<file path="src/rtl/kls_pkg.sv">
package kls_pkg;

    typedef struct packed {
        logic kclk;
        logic kdat;
        logic chg;
    } line_snap_t;

    typedef enum logic [1:0] {
        RX_IDLE,
        RX_DATA,
        RX_PAR,
        RX_STOP
    } rx_state_t;

    function automatic logic odd_parity_ok(input logic [7:0] d, input logic p);
        return ^{d, p};
    endfunction

endpackage

</file>
<file path="src/rtl/kls_edge_flag.sv">
module kls_edge_flag (
    input  logic clk,
    input  logic rst,
    input  logic kclk_sync,
    input  logic strobe,
    output logic chg_flag
);
    logic prev_kclk;
    logic edge_now;
    logic clr;

    assign edge_now = kclk_sync ^ prev_kclk;
    // clear only a flag that this strobe actually observed
    assign clr = strobe & chg_flag;

    always_ff @(posedge clk) begin
        if (rst) begin
            prev_kclk <= kclk_sync;
            chg_flag  <= 1'b0;
        end else begin
            prev_kclk <= kclk_sync;
            // a same-cycle edge wins over the clear
            chg_flag  <= (chg_flag & ~clr) | edge_now;
        end
    end
endmodule

</file>
<file path="src/rtl/kls_frame_rx.sv">
module kls_frame_rx
    import kls_pkg::*;
#(
    parameter int TIMEOUT = 64
) (
    input  logic       clk,
    input  logic       rst,
    input  logic       snap_vld,
    input  line_snap_t snap,
    output logic       push,
    output logic [7:0] push_byte
);
    localparam int TW = $clog2(TIMEOUT + 2);

    rx_state_t       state;
    logic [7:0]      shreg;
    logic [2:0]      nbit;
    logic            par;
    logic            prev_level;
    logic [TW-1:0]   idle_cnt;
    logic            fall;

    assign fall = snap_vld & snap.chg & prev_level & ~snap.kclk;

    always_ff @(posedge clk) begin
        if (rst) begin
            state      <= RX_IDLE;
            shreg      <= '0;
            nbit       <= '0;
            par        <= 1'b0;
            prev_level <= 1'b1;
            idle_cnt   <= '0;
            push       <= 1'b0;
            push_byte  <= '0;
        end else begin
            push <= 1'b0;
            if (snap_vld) begin
                prev_level <= snap.kclk;
                if (fall) begin
                    idle_cnt <= '0;
                    unique case (state)
                        RX_IDLE: begin
                            if (!snap.kdat) begin
                                state <= RX_DATA;
                                nbit  <= '0;
                            end
                        end
                        RX_DATA: begin
                            shreg <= {snap.kdat, shreg[7:1]};
                            nbit  <= nbit + 3'd1;
                            if (nbit == 3'd7) state <= RX_PAR;
                        end
                        RX_PAR: begin
                            par   <= snap.kdat;
                            state <= RX_STOP;
                        end
                        RX_STOP: begin
                            if (snap.kdat && odd_parity_ok(shreg, par)) begin
                                push      <= 1'b1;
                                push_byte <= shreg;
                            end
                            state <= RX_IDLE;
                        end
                        default: state <= RX_IDLE;
                    endcase
                end else if (state != RX_IDLE) begin
                    if (idle_cnt == TW'(TIMEOUT)) begin
                        state    <= RX_IDLE;
                        idle_cnt <= '0;
                    end else begin
                        idle_cnt <= idle_cnt + TW'(1);
                    end
                end
            end
        end
    end
endmodule

</file>
<file path="src/rtl/kls_ring.sv">
module kls_ring #(
    parameter int DEPTH = 16,
    parameter int W     = 8
) (
    input  logic                       clk,
    input  logic                       rst,
    input  logic                       push,
    input  logic [W-1:0]               push_byte,
    input  logic                       pop_req,
    output logic [W-1:0]               out_byte,
    output logic                       out_valid,
    output logic [$clog2(DEPTH+1)-1:0] out_count,
    output logic                       overflow
);
    localparam int AW = (DEPTH > 1) ? $clog2(DEPTH) : 1;
    localparam int CW = $clog2(DEPTH + 1);

    logic [W-1:0]  mem [DEPTH];
    logic [AW-1:0] wr_ptr, rd_ptr;
    logic          full, do_push, do_pop;

    assign full      = (out_count == CW'(DEPTH));
    assign out_valid = (out_count != '0);
    assign do_push   = push & ~full;
    assign do_pop    = pop_req & out_valid;
    assign out_byte  = mem[rd_ptr];

    function automatic logic [AW-1:0] wrap_inc(input logic [AW-1:0] p);
        return (p == AW'(DEPTH - 1)) ? '0 : p + AW'(1);
    endfunction

    always_ff @(posedge clk) begin
        if (do_push) mem[wr_ptr] <= push_byte;
    end

    always_ff @(posedge clk) begin
        if (rst) begin
            wr_ptr    <= '0;
            rd_ptr    <= '0;
            out_count <= '0;
            overflow  <= 1'b0;
        end else begin
            if (do_push) wr_ptr <= wrap_inc(wr_ptr);
            if (do_pop)  rd_ptr <= wrap_inc(rd_ptr);
            if (do_push && !do_pop)      out_count <= out_count + CW'(1);
            else if (do_pop && !do_push) out_count <= out_count - CW'(1);
            if (push && full) overflow <= 1'b1;
        end
    end
endmodule

</file>
<file path="src/rtl/kbd_line_sampler.sv">
module kbd_line_sampler
    import kls_pkg::*;
#(
    parameter int DEPTH   = 16,
    parameter int TIMEOUT = 64
) (
    input  logic                       clk,
    input  logic                       rst,
    input  logic                       kclk_sync,
    input  logic                       kdat_sync,
    input  logic                       line_strobe,
    input  logic                       pop_req,
    output logic [7:0]                 out_byte,
    output logic                       out_valid,
    output logic [$clog2(DEPTH+1)-1:0] out_count,
    output logic                       overflow
);
    logic       chg_flag;
    line_snap_t snap_q;
    logic       snap_vld;
    logic       push;
    logic [7:0] push_byte;

    kls_edge_flag u_flag (
        .clk      (clk),
        .rst      (rst),
        .kclk_sync(kclk_sync),
        .strobe   (line_strobe),
        .chg_flag (chg_flag)
    );

    // one snapshot per scanline, all three fields taken together
    always_ff @(posedge clk) begin
        if (rst) begin
            snap_vld <= 1'b0;
            snap_q   <= '{kclk: 1'b1, kdat: 1'b1, chg: 1'b0};
        end else begin
            snap_vld <= line_strobe;
            if (line_strobe) snap_q <= '{kclk: kclk_sync, kdat: kdat_sync, chg: chg_flag};
        end
    end

    kls_frame_rx #(.TIMEOUT(TIMEOUT)) u_rx (
        .clk      (clk),
        .rst      (rst),
        .snap_vld (snap_vld),
        .snap     (snap_q),
        .push     (push),
        .push_byte(push_byte)
    );

    kls_ring #(.DEPTH(DEPTH), .W(8)) u_ring (
        .clk      (clk),
        .rst      (rst),
        .push     (push),
        .push_byte(push_byte),
        .pop_req  (pop_req),
        .out_byte (out_byte),
        .out_valid(out_valid),
        .out_count(out_count),
        .overflow (overflow)
    );
endmodule

</file>
<file path="config.mk">
export PLATFORM = sky130hd
export DESIGN_NAME = kbd_line_sampler
export DESIGN_NICKNAME = d
export VERILOG_FILES = /design/src/rtl/kls_pkg.sv /design/src/rtl/kls_edge_flag.sv /design/src/rtl/kls_frame_rx.sv /design/src/rtl/kls_ring.sv /design/src/rtl/kbd_line_sampler.sv
export SDC_FILE = /design/constraint.sdc
export NUM_CORES = 1
export LEC_CHECK = 0
export ABC_AREA = 1
export ABC_CLOCK_PERIOD_IN_PS = 2800
export BUFFER_PORTS_ARGS = -buffer_cell sky130_fd_sc_hd__buf_2
export CORE_MARGIN = 2
export CORE_UTILIZATION = 55
export DETAILED_ROUTE_END_ITERATION = 12
export PLACE_DENSITY = 0.72
export SYNTH_ARGS = -nofsm -noshare
export SYNTH_HDL_FRONTEND = slang
export SYNTH_SLANG_ARGS = --single-unit
export TNS_END_PERCENT = 30
</file>
<file path="constraint.sdc">
create_clock -name clk -period 2.8 [get_ports clk]
set_input_delay 0.56 -clock clk [delete_from_list [all_inputs] [get_ports clk]]
set_output_delay 0.56 -clock clk [all_outputs]
set_load 0.02 [all_outputs]
</file>
**Yosys cells after proc, flatten, opt, wreduce, memory -nomap -nowiden**

Memories as Yosys holds them, arrays and structs flattened. A register that Yosys moved wholly into a read port is not among the register bits.
Index checks and enable logic that the tools add are counted.

- Logic and storage cells: 92
- Output and inout port bits: 15
- Bits in writable memories: 128
- Memories kept: 1
- Register bits: 51

Memory list:

| memory | words | bits a word | rd ports | clocked after Yosys merged registers in | write ports | line | text |
|---|---|---|---|---|---|---|---|
| u_ring.mem | 16 | 8 | 1 | 1 | 1 | kls_ring.sv:18 | `logic [W-1:0] mem [DEPTH];` |

- Equal/unequal tests: 11
- Bitwise logic cells: 15
- Add/sub/neg operators: 6
- Muxes and demuxes: 20
- Reductions and logical operators: 21

Operators by type and width:

| kind | count |
|---|---|
| 7-bit 2-to-1 mux | 3 |
| 4-bit 2-to-1 mux | 4 |
| 2-bit 2-to-1 mux | 5 |
| 5-bit 2-to-1 mux | 2 |
| 2-bit nonzero test | 5 |
| 9-bit XOR reduction | 1 |
| 4-bit by 1-bit adder with 4-bit output (second input constant) | 2 |
| 4-bit == test (second input constant) | 2 |
| 2-bit case mux with 4 select lines | 1 |
| 4-bit AND reduction | 2 |
| 7-bit by 1-bit adder with 7-bit output (second input constant) | 1 |
| 1-bit bitwise AND | 7 |
| 7-bit == test (second input constant) | 1 |
| 3-bit != test (second input constant) | 2 |
| 1-bit NOT | 6 |
| 3-bit case mux with 2 select lines | 1 |
| 3-bit AND reduction | 2 |
| 5-bit by 1-bit adder with 5-bit output (second input constant) | 1 |
| 5-bit == test (second input constant) | 1 |
| 5-bit AND reduction | 1 |
| 5-bit nonzero test | 1 |
| 5-bit by 1-bit subtractor with 5-bit output (second input constant) | 1 |
| 2-bit == test (second input constant) | 2 |
| 1-bit logical AND | 4 |
| 12 further kinds | 15 |

**Depth between registers and ports, before layout**

Gate-level depths: netlist of the first run.

- Depth after elaboration: 7
- Mapped depth: 15
- Gate-level depth less buffers: 15

**Hierarchy**

A second synthesis of the first run with hierarchy kept.

- Cells, all modules: 876
- Area, all modules: 8196.6 um^2

By module, submodules not included:

| module | area each (um^2) | times used | seq. area each (um^2) | cells each |
|---|---|---|---|---|
| kls_ring | 6318.6 | 1 | 4204.0 | 626 |
| kls_frame_rx | 1664.1 | 1 | 620.6 | 220 |
| kbd_line_sampler | 135.1 | 1 | 80.1 | 18 |
| kls_edge_flag | 78.8 | 1 | 40.0 | 12 |

**Worst setup path before layout of the first run**

No wires, ideal clock.

- Path type: register to register
- From: reg u_ring.out_count[0]
- To: reg u_ring.out_count[4]
- Clock period less this slack: 2355 ps
- Slack: 445 ps
- Path buffers: 0
- Stages on the path, launching flop included: 13
- Arrival time: 2242 ps
- Required time: 2687 ps
- Cells stage by stage: dfxtp_1 -> nor4_2 -> nand2_1 -> nand2_2 -> ha_1 -> inv_1 -> ha_1 -> a21oi_1 -> nor2_1 -> o21ai_0 -> nand3_1 -> nor2_1 -> nor2_1

RTL lines:

| element | line | text |
|---|---|---|
| start, declared | kls_ring.sv:12 | `output logic [$clog2(DEPTH+1)-1:0] out_count,` |
| start signal, assigned | kls_ring.sv:45 | `if (do_push && !do_pop) out_count <= out_count + CW'(1);` |
| start signal, assigned | kls_ring.sv:46 | `else if (do_pop && !do_push) out_count <= out_count - CW'(1);` |
| 5-bit nonzero test (*) | kls_ring.sv:23 | `assign out_valid = (out_count != '0);` |
| via out_valid | kbd_line_sampler.sv:14 | `output logic out_valid,` |
| 1-bit bitwise AND (*) | kls_ring.sv:25 | `assign do_pop = pop_req & out_valid;` |
| 1-bit zero test | kls_ring.sv:45 |  |
| 1-bit logical AND | kls_ring.sv:45 |  |
| 5-bit 2-to-1 mux or 2-bit nonzero test (tied branches) | -- |  |

Mark *: on every way through the listed nets, which the timed path passes. The rest lies on a longest branch. The select of a mux whose other input is x is not followed.
A chain may end at the register's enable or synchronous reset.

==> qor.txt, run 1 <==
Final setup viols: 0
Critical Path AT: 2.16 ns
crit path max-delay cell type: dfxtp_1
drt via density: 5.59
Clock Skew: 0.00940 ns
Final Power: 6.67 mW
Die Span X: 124 um
routed via count: 5200
fin. max-slew vios: 0
minimum clock period: 2.72 ns
port bufs: 20
row count: 43
Synthesized Nets: 740
Routed Antenna Nets: 0
post-route insts no fill: 931
GRT Total Usage: 22.4%
hold buffer count at CTS: 0
CTS clk-pin slew, worst paths: 0.06 ns
Slew @ Worst Pin: 0.949 ns
WL/cell: 17.2 um
initial antenna violation count: 0
first-pass GRT wire length: 25.2 mm
Crit Path Category: reg -> out
fillers: 1100
Ports: 21
Core ar.: 13900 um^2
part of the Yosys area used for sequential elements: 62.8%
Worst Path Required: 2.24 ns
Worst Hold Class: in -> reg
CP peak stage delay: 0.38 ns
Max-Cap Viols: 0
most frequent cells in the layout: 128 x edfxtp_1, 76 x nand2_1, 74 x inv_1, 57 x a21oi_1, 54 x dfxtp_1
RD Place Congestion: 0.800
total CTS buffers: 17
VDD IR max: 0.000520 V
area occupied by multi-input gates: 2450 um^2
Final Hold Viols: 0
Synth Instances: 715
Yosys cell types: 40
Max FO, Critical Path: 19
syn avg cell area: 11.0 um^2
total gr overflow: 0
total routed wirelength: 16.0 mm
Max Buffers Root-to-Sink: 2
Pre-Repair DR Iteration Count: 4
commonest non-fill, non-tap cell in the layout: edfxtp_1
Leak: 3.10 nW
Initial Utilization: 56.6%
Layout area overhead: 11.2%
dpl hpwl: 10.4 mm
Max H-tree Level: 4
nets@finish: 763
Final period util: 97.0%
DR DRC count: 0
Synth Register Bits: 183
CTS sink cnt: 183
Startpoint Class: flop
DIE AREA: 15300 um^2
unrepaired setup endpoints after global routing: yes
vias in the first global route: 4994
Clock Root Buffer: clkbuf_16
post-placement cell count: 898
Mapped Area: 7880 um^2
TNS Setup: 0 ns
outcome: completed
Max Clock Freq: 368 MHz
Ys Warns: 0
CP Capture Type: output pin
CTS tree: yes
crit path cell chain: clkinvlp_4 > buf_6 > o21ai_0 > o211ai_1 > nand2_1 > buf_2
chip height: 124 um
Iter 0 DRT Violations: 339
share of layout cells above drive strength 1: 13.4%
Antenna Cells: 0
Slew HR: 36.5%
pwr/cell area: 761 nW/um^2
largest net degree at the start of global routing: 42
Seq. cell area: 4950 um^2
worst skew pair latency: 0.44 ns
cells in the mapped netlist:
| cell type | instances | area (um^2) |
|---|---|---|
| fa_1 | 1 | 20.0 |
| mux2i_1 | 32 | 320 |
| o21ai_1 | 19 | 95.1 |
| inv_2 | 8 | 30.0 |
| inv_1 | 75 | 282 |
| nand2_1 | 76 | 285 |
| nand3_2 | 2 | 20.0 |
| ha_1 | 18 | 225 |
| nand2_2 | 10 | 62.6 |
| o21a_1 | 1 | 7.51 |
| o21ai_0 | 47 | 235 |
| buf_2 | 7 | 35.0 |
| nor3_1 | 7 | 35.0 |
| clkinv_2 | 1 | 5.00 |
| nor2_4 | 1 | 11.3 |
| nor2_1 | 53 | 199 |
| a21oi_2 | 8 | 70.1 |
| a31oi_1 | 1 | 6.26 |
| nor2_2 | 4 | 25.0 |
| dfxtp_1 | 55 | 1100 |
| a21oi_1 | 57 | 285 |
| clkinv_1 | 1 | 3.75 |
| buf_4 | 3 | 22.5 |
| buf_1 | 2 | 7.51 |
| nand3_1 | 30 | 150 |
| o211ai_1 | 32 | 240 |
| clkbuf_1 | 14 | 52.6 |
| xnor2_1 | 3 | 26.3 |
| nand4_1 | 2 | 12.5 |
| a22oi_1 | 2 | 15.0 |
| nand3b_1 | 1 | 7.51 |
| edfxtp_1 | 128 | 3840 |
| xor2_1 | 5 | 43.8 |
| nand2_4 | 1 | 11.3 |
| buf_12 | 1 | 20.0 |
| buf_6 | 2 | 22.5 |
| o221ai_1 | 1 | 8.76 |
| a2111oi_0 | 1 | 8.76 |
| a211oi_1 | 2 | 15.0 |
| nor4_2 | 1 | 12.5 |
power by group:
part / internal, mW / switching, mW / leakage [nW] / total, mW
clock: 1.35 / 0.981 / 0.264 / 2.33
sequential: 2.92 / 0.103 / 1.39 / 3.02
combinational: 0.481 / 0.834 / 1.45 / 1.32
total: 4.75 / 1.92 / 3.10 / 6.67
state kept, by name, indices dropped and copies added (netlist names), 2 cells and up, named ones only:
signal            flops
u_ring.wr_ptr         4
u_rx.push_byte        8
u_rx.nbit             3
u_ring.mem          128
u_ring.rd_ptr         4
u_ring.out_count      5
u_rx.shreg            8
u_rx.state            2
snap_q                3
u_rx.idle_cnt         7
cell type report:
type                            instances  share of cell area [%]
Inverter                               85                    3.70
Timing Repair Buffer                   33                    2.57
Tap cell                              180                    2.57
Clock buffer                           20                    5.21
Clock inverter                         12                    1.46
Multi-Input combinational cell        418                    28.0
Sequential cell                       183                    56.5
critical path, delay by kind of cell, from the launching register on:
family	cells	cell delay (ns)
buffers and inverters	3	0.82
AO/OA/AOI/OAI	2	0.40
flip-flops	1	0.38
AND/OR/NAND/NOR	1	0.11
routing by layer:
layer	track usage, %	routed length (um)
met4	8.66	401
met5	0	0
met3	5.36	940
met2	39.0	8050
met1	26.8	6610
what timing repair did:
item,in CTS,in global routing
setup buffers,0,1
setup endpoints to repair,0,7
resized for setup,0,3
cell families (layout without fill, tap and decap cells):
| group | count (synthesis) | count (layout) | synth area share (%) |
|---|---|---|---|
| multiplexers | 32 | 32 | 4.06 |
| XOR/XNOR | 8 | 8 | 0.889 |
| buffers and inverters | 114 | 150 | 6.10 |
| AND/OR/NAND/NOR | 188 | 188 | 10.6 |
| adder cells (fa/ha/maj) | 19 | 19 | 3.11 |
| AO/OA/AOI/OAI | 171 | 171 | 12.5 |
| flip-flops | 183 | 183 | 62.8 |
worst paths after layout:
| path | startpoint | to | slack, ns | cells past startpoint |
|---|---|---|---|---|
| worst min register to register | u_flag.chg_flag | snap_q[0] | 0.46 | 2 |
| worst min-delay path | kclk_sync | u_flag.prev_kclk | 0.26 | 1 |
| worst max register to register | u_ring.out_count[0] | u_ring.out_count[4] | 0.30 | 14 |
| worst max-delay path | flop | out_byte[7] | 0.08 | 6 |
stage by stage:
step / util [%] / worst slack, ns / hold WS, ns / instance area, um^2
after floorplan: - / 0.445 / 0.434 / 7880
after global placement: 58.5 / 0.458 / 0.446 / 8150
after detailed placement: 58.5 / 0.307 / 0.452 / 8150
after CTS: 62.7 / 0.0205 / 0.259 / 8740
after global routing: 62.9 / -0.0147 / 0.256 / 8760
final: 62.9 / 0.0831 / 0.265 / 8760
No activity file was read; power rests on OpenSTA's default activity.
==> run 2, diff against run 1 <==
Settings changed: ABC_CLOCK_PERIOD_IN_PS 2800 to 3000.
Clock period 2.8 ns to 3 ns, I/O delays scaled along.
==> qor.txt, run 2 (same netlist as run 1, synthesis figures left out) <==
outcome: completed
DR DRC count: 0 (unchanged)
R2R setup slack: 0.52 ns (+0.22 ns)
fillers: 1120 (+1.8%)
hold buffer count at CTS: 0 (unchanged)
post-placement cell count: 892 (-0.67%)
Initial Utilization: 56.6% (unchanged)
commonest non-fill, non-tap cell in the layout: edfxtp_1
WL/cell: 17.3 um (+0.46%)
largest registers: u_ring.mem x128, u_rx.push_byte x8, u_rx.shreg x8
Slew HR: 41.9% (+5.4 points)
dpl hpwl: 10.3 mm (-1.7%)
flip-flop count of the largest register after layout: 128 (unchanged)
CP peak stage delay: 0.33 ns (-0.05 ns)
crit path max-delay cell type: inv_1
Max Buffers Root-to-Sink: 2 (unchanged)
total gr overflow: 0 (unchanged)
grt met3 use: 4.44% (-0.92 points)
chip height: 124 um (unchanged)
Routed Antenna Nets: 0 (unchanged)
total routed wirelength: 16.0 mm (-0.29%)
Clock Skew: 0.00845 ns (-0.000952 ns)
r2r startpoint: u_ring.out_count[1]
Leak: 3.09 nW (-0.23%)
Ports: 21 (unchanged)
Crit Path Category: reg -> out
R2R depth: 14 (unchanged)
total CTS buffers: 17 (unchanged)
GRT Total Usage: 22.7% (+0.29 points)
minimum clock period: 2.70 ns
unrepaired setup endpoints after global routing: no
Final Hold Viols: 0 (unchanged)
busiest metal layer after global routing: met2
share of layout cells above drive strength 1: 12.4% (-1.1 points)
Seq. cell area: 4950 um^2 (unchanged)
TNS Setup: 0 ns (unchanged)
VDD IR max: 0.000466 V (-10%)
post-route insts no fill: 924 (-0.75%)
Pre-Repair DR Iteration Count: 7 (+3)
crit path cell chain: inv_1 > buf_4 > o21ai_0 > o211ai_1 > nand2_1 > buf_2
port bufs: 20 (unchanged)
Critical Path AT: 2.10 ns (-0.06 ns)
Max Clock Freq: 370 MHz
DP Area: 8110 um^2 (-0.55%)
Final setup viols: 0 (unchanged)
CTS clk-pin slew, worst paths: 0.06 ns (about the same)
area occupied by multi-input gates: 2450 um^2 (unchanged)
Worst Hold Class: in -> reg
fin area: 8710 um^2 (-0.63%)
nets@finish: 756 (-0.92%)
met2 Use GR: 39.7% (+0.65 points)
Core ar.: 13900 um^2 (unchanged)
pwr/cell area: 719 nW/um^2 (-5.6%)
vias in the first global route: 5191 (+3.9%)
Worst Setup EP: out_byte[0]
Antenna Cells: 0 (unchanged)
Max H-tree Level: 4 (unchanged)
postcts setup bufs: 0 (unchanged)
Slew @ Worst Pin: 0.871 ns (-0.0778 ns)
RD Place Congestion: 0.801 (+0.20%)
fin. max-slew vios: 0 (unchanged)
CP Capture Type: output pin
most frequent cells in the layout: 128 x edfxtp_1, 76 x nand2_1, 75 x inv_1, 57 x a21oi_1, 54 x dfxtp_1
DIE AREA: 15300 um^2 (unchanged)
CTS sink cnt: 183 (unchanged)
Layout area overhead: 10.5%
Clock Root Buffer: clkbuf_16
routed via count: 5124 (-1.5%)
Final period util: 90.1%
Max-Cap Viols: 0 (unchanged)
Worst Path Required: 2.40 ns (+0.16 ns)
first-pass GRT wire length: 25.8 mm (+2.2%)
worst skew pair latency: 0.43 ns (about the same)
initial antenna violation count: 0 (unchanged)
largest net degree at the start of global routing: 97 (+130%)
Die Span X: 124 um (unchanged)
CTS tree: yes
Startpoint Class: flop
cts repair resizes: 0 (unchanged)
Max FO, Critical Path: 20 (+1)
GRT met1 Usage: 27.6% (+0.74 points)
Iter 0 DRT Violations: 412 (+22%)
Largest Register: u_ring.mem
drt via density: 5.55 (-0.72%)
r2r endpoint: u_ring.out_count[4]
row count: 43 (unchanged)
[run 2: worst min-delay path by stage]
stage	start	end	slack (ns)	depth (start not counted)
2_1_floorplan	u_flag.chg_flag	snap_q[0]	0.43	2
4_1_cts	kclk_sync	u_flag.prev_kclk	0.30	1
6_report	kclk_sync	u_flag.prev_kclk	0.32	1
5_1_grt	kclk_sync	u_flag.prev_kclk	0.31	1
3_3_place_gp	u_flag.chg_flag	snap_q[0]	0.45	2
3_5_place_dp	u_rx.nbit[0]	u_rx.nbit[0]	0.46	1
[run 2: routing by layer]
| metal | vias up | routed length (um) |
|---|---|---|
| li1 | 2518 | - |
| met1 | 2459 | 6780 |
| met2 | 121 | 8160 |
| met3 | 26 | 723 |
| met4 | 0 | 285 |
| met5 | - | 0 |
[run 2: power breakdown]
part | internal [mW] | total (mW) | switching [mW]
combinational | 0.418 | 1.23 | 0.811
sequential | 2.72 | 2.78 | 0.0545
clock | 1.37 | 2.25 | 0.883
[run 2: worst max-delay path: cells and delay by family (launching register included)]
kind / cells / cell delay [ns]
simple gates: 1 / 0.08
buf+inv: 3 / 0.82
compound gates: 2 / 0.45
flops: 1 / 0.31
[run 2: final cells by class]
cell class | count | area share [%]
Sequential cell | 183 | 56.8
Multi-Input combinational cell | 418 | 28.2
Clock buffer | 23 | 5.49
Inverter | 85 | 3.68
Tap cell | 180 | 2.59
Timing Repair Buffer | 26 | 1.81
Clock inverter | 9 | 1.41
[run 2: per-stage QoR]
step | hold slack, ns | setup WS (ns) | util (%) | power (mW)
2_1_floorplan | 0.434 | 0.645 | - | 3.73
3_3_place_gp | 0.449 | 0.661 | 58.2 | 4.02
3_5_place_dp | 0.464 | 0.551 | 58.2 | 4.06
4_1_cts | 0.299 | 0.264 | 62.5 | 6.30
5_1_grt | 0.308 | 0.174 | 62.5 | 6.52
6_report | 0.318 | 0.297 | 62.5 | 6.26
==> run 3, diff against run 2 <==
Settings changed: ABC_AREA 1 to 0.
==> qor.txt, run 3 <==
CP peak stage delay: 0.57 ns (+0.24 ns)
total gr overflow: 0 (unchanged)
Max FO, Critical Path: 16 (-20%)
DIE AREA: 14300 um^2 (-6.2%)
most instantiated library cell after synthesis: edfxtp_1
post-route insts no fill: 689 (-25%)
nets@finish: 525 (-31%)
combinational share of power: 18.3% (-1.3 points)
Internal Pwr Total: 4.43 mW (-1.9%)
Ports: 21 (unchanged)
minimum clock period: 2.87 ns (+0.168 ns)
RD Place Congestion: 0.730 (-8.9%)
Pre-Repair DR Iteration Count: 4 (-3)
fin. max-slew vios: 0 (unchanged)
Final period util: 95.7% (+5.6 points)
GRT Total Usage: 20.2% (-2.4 points)
Final Hold Viols: 0 (unchanged)
CP Capture Type: output pin
dpl hpwl: 8.66 mm (-16%)
Max Buffers Root-to-Sink: 2 (unchanged)
chip height: 120 um (-3.2%)
Mapped Area: 7370 um^2 (-6.4%)
Layout area overhead: 12.3%
Core ar.: 13200 um^2 (-5.3%)
Final setup viols: 0 (unchanged)
WL/cell: 19.6 um (+13%)
most frequent cells in the layout: 128 x edfxtp_1, 54 x dfxtp_1, 48 x nor2_1, 40 x mux4_2, 27 x a21oi_1
fraction of registers with async set/reset: 0% (unchanged)
Die Span X: 120 um (-3.2%)
r2r endpoint: u_ring.out_count[4]
vias in the first global route: 3982 (-23%)
cell count along the critical path: 4 (-2)
TNS Setup: 0 ns (unchanged)
Largest Register: u_ring.mem
Main synth FF type: edfxtp_1
total routed wirelength: 13.5 mm (-15%)
DR DRC count: 0 (unchanged)
Iter 0 DRT Violations: 335 (-19%)
r2r startpoint: u_ring.out_count[0]
Synth Instances: 469 (-34%)
ranking of synthesized cells by area: edfxtp_1 52%, dfxtp_1 15%, mux4_2 12%
clock power share: 34.7% (-1.3 points)
cts repair resizes: 0 (unchanged)
Crit Path Category: reg -> out
synth cell count leaders: 128 x edfxtp_1, 55 x dfxtp_1, 48 x nor2_1
CTS tree: yes
Max-Cap Viols: 0 (unchanged)
Flop pwr share: 47.0% (+2.6 points)
VDD IR max: 0.000379 V (-19%)
Synth top area share: 52.1% (+3.4 points)
part of the Yosys area used for sequential elements: 67.1% (+4.3 points)
Worst Path Required: 2.40 ns (about the same)
Crit path top cell by count: mux4_2
post-placement cell count: 656 (-26%)
routed via count: 3981 (-22%)
cell taking the most area after synthesis: edfxtp_1
drt via density: 5.78 (+4.2%)
commonest non-fill, non-tap cell in the layout: edfxtp_1
CTS clk-pin slew, worst paths: 0.06 ns (about the same)
worst skew pair latency: 0.43 ns (about the same)
hold buffer count at CTS: 0 (unchanged)
Clock Root Buffer: clkbuf_16
Synthesized Nets: 494 (-33%)
Routed Antenna Nets: 0 (unchanged)
largest net degree at the start of global routing: 45 (-54%)
CTS sink cnt: 183 (unchanged)
final core utilization: 62.8% (+0.30 points)
initial antenna violation count: 0 (unchanged)
Ys Warns: 0 (unchanged)
Worst Hold Class: in -> reg
unrepaired setup endpoints after global routing: no
Synth Register Bits: 183 (unchanged)
Max Clock Freq: 348 MHz (-5.9%)
Final Power: 5.91 mW (-5.6%)
cell family with most CP delay: multiplexers
share of layout cells above drive strength 1: 21.1% (+8.7 points)
total CTS buffers: 17 (unchanged)
Slew @ Worst Pin: 0.794 ns (-0.0774 ns)
hold slack final: 0.323 ns (+0.00537 ns)
Startpoint Class: flop
Post-synth EDFFs: 128 (unchanged)
first-pass GRT wire length: 21.4 mm (-17%)
Worst Setup EP: out_byte[2]
flip-flop count of the largest register after layout: 128 (unchanged)
worst path buffer plus inverter count: 2 (-1)
Yosys cell types: 44 (+10%)
outcome: completed
Initial Utilization: 55.9% (-0.65 points)
Slew HR: 47.1% (+5.2 points)
crit path max-delay cell type: mux4_2
Antenna Cells: 0 (unchanged)
R2R setup slack: 0.22 ns (-0.30 ns)
fillers: 956 (-15%)
switch share: 25.0% (-2.9 points)
row count: 42 (-2.3%)
syn avg cell area: 15.7 um^2 (+43%)
Critical Path AT: 2.27 ns (+0.17 ns)
Max H-tree Level: 4 (unchanged)
crit path cell chain: buf_12 > mux4_2 > mux4_2 > buf_2
postcts setup bufs: 0 (unchanged)
pwr/cell area: 713 nW/um^2 (-0.79%)
Leak: 2.85 nW (-7.7%)
largest registers: u_ring.mem x128, u_rx.push_byte x8, u_rx.shreg x8
NetSw: 1.48 mW (-15%)
Clock Skew: 0.00751 ns (-0.000942 ns)
R2R depth: 12 (-2)
port bufs: 20 (unchanged)
-- run 3: changes by cell type in the layout (fill, tap and decap cells not counted), moves of 7 or more --
cell	delta
a21oi_2	-8
xnor2_1	+7
nand3_1	-14
nand2b_1	+7
a21oi_1	-30
o211ai_1	-31
inv_1	-64
mux2i_1	-19
mux4_2	+40
inv_2	-8
o21ai_1	-16
nand2_1	-55
nand2_2	-10
o21ai_0	-45
-- run 3: kinds of logic after synthesis --
family	after synthesis	share of synthesized area (%)
muxes	53	14.0
AOI/OAI and AO/OA	45	3.60
xor gates and xnor gates	18	2.32
buffers and inverters	32	2.07
and+or+nand+nor	119	7.64
DFF	183	67.1
adders and majority gates	19	3.33
-- run 3: power groups by stage --
stage	clock [mW]	sequential, mW	combinational, mW
after global placement	0	2.82	1.03
final	2.05	2.78	1.08
after detailed placement	0	2.82	1.05
after global routing	2.18	2.78	1.17
after floorplan	0	2.83	0.802
after CTS	2.10	2.77	1.06
-- run 3: through the flow --
| stage | instance area [um^2] | setup WS, ns |
|---|---|---|
| final | 8280 | 0.129 |
| after CTS | 8260 | 0.0512 |
| after floorplan | 7370 | 0.102 |
| after detailed placement | 7700 | 0.217 |
| after global routing | 8280 | 0.00912 |
| after global placement | 7700 | 0.305 |
-- run 3: layer usage --
metal  routed length [um]  track usage, %
met1                 5630            25.5
met2                 7030            34.2
met3                  546            4.18
met4                  288            8.53
met5                    0               0
-- run 3: cell type report --
cell class / count / area, um^2 / share of cell area, %
multi-input combinational: 254 / 2280 / 27.5
timing repair buffer: 33 / 240 / 2.90
inverter: 11 / 41.3 / 0.499
tap: 176 / 220 / 2.66
clock inverter: 10 / 71.3 / 0.861
clock buffer: 22 / 487 / 5.88
sequential: 183 / 4950 / 59.7
-- run 3: how the worst min path moves through the flow --
stage	start	endpoint	slack [ns]	depth (start not counted)
6_report	kclk_sync	u_flag.prev_kclk	0.32	1
5_1_grt	kclk_sync	u_flag.prev_kclk	0.31	1
4_1_cts	kclk_sync	u_flag.prev_kclk	0.31	1
3_5_place_dp	u_ring.overflow	u_ring.overflow	0.46	2
3_3_place_gp	u_ring.overflow	u_ring.overflow	0.46	2
2_1_floorplan	snap_q[2]	u_rx.prev_level	0.44	1
-- run 3: worst register-to-register path, delay by kind of cell (launching register included) --
kind                     cells  cell delay, ns
flip-flops                   1            0.35
buffers and inverters        1            0.11
adder cells (fa/ha/maj)      2            0.52
XOR/XNOR                     1            0.13
AO/OA/AOI/OAI                2            0.35
AND/OR/NAND/NOR              6            1.16
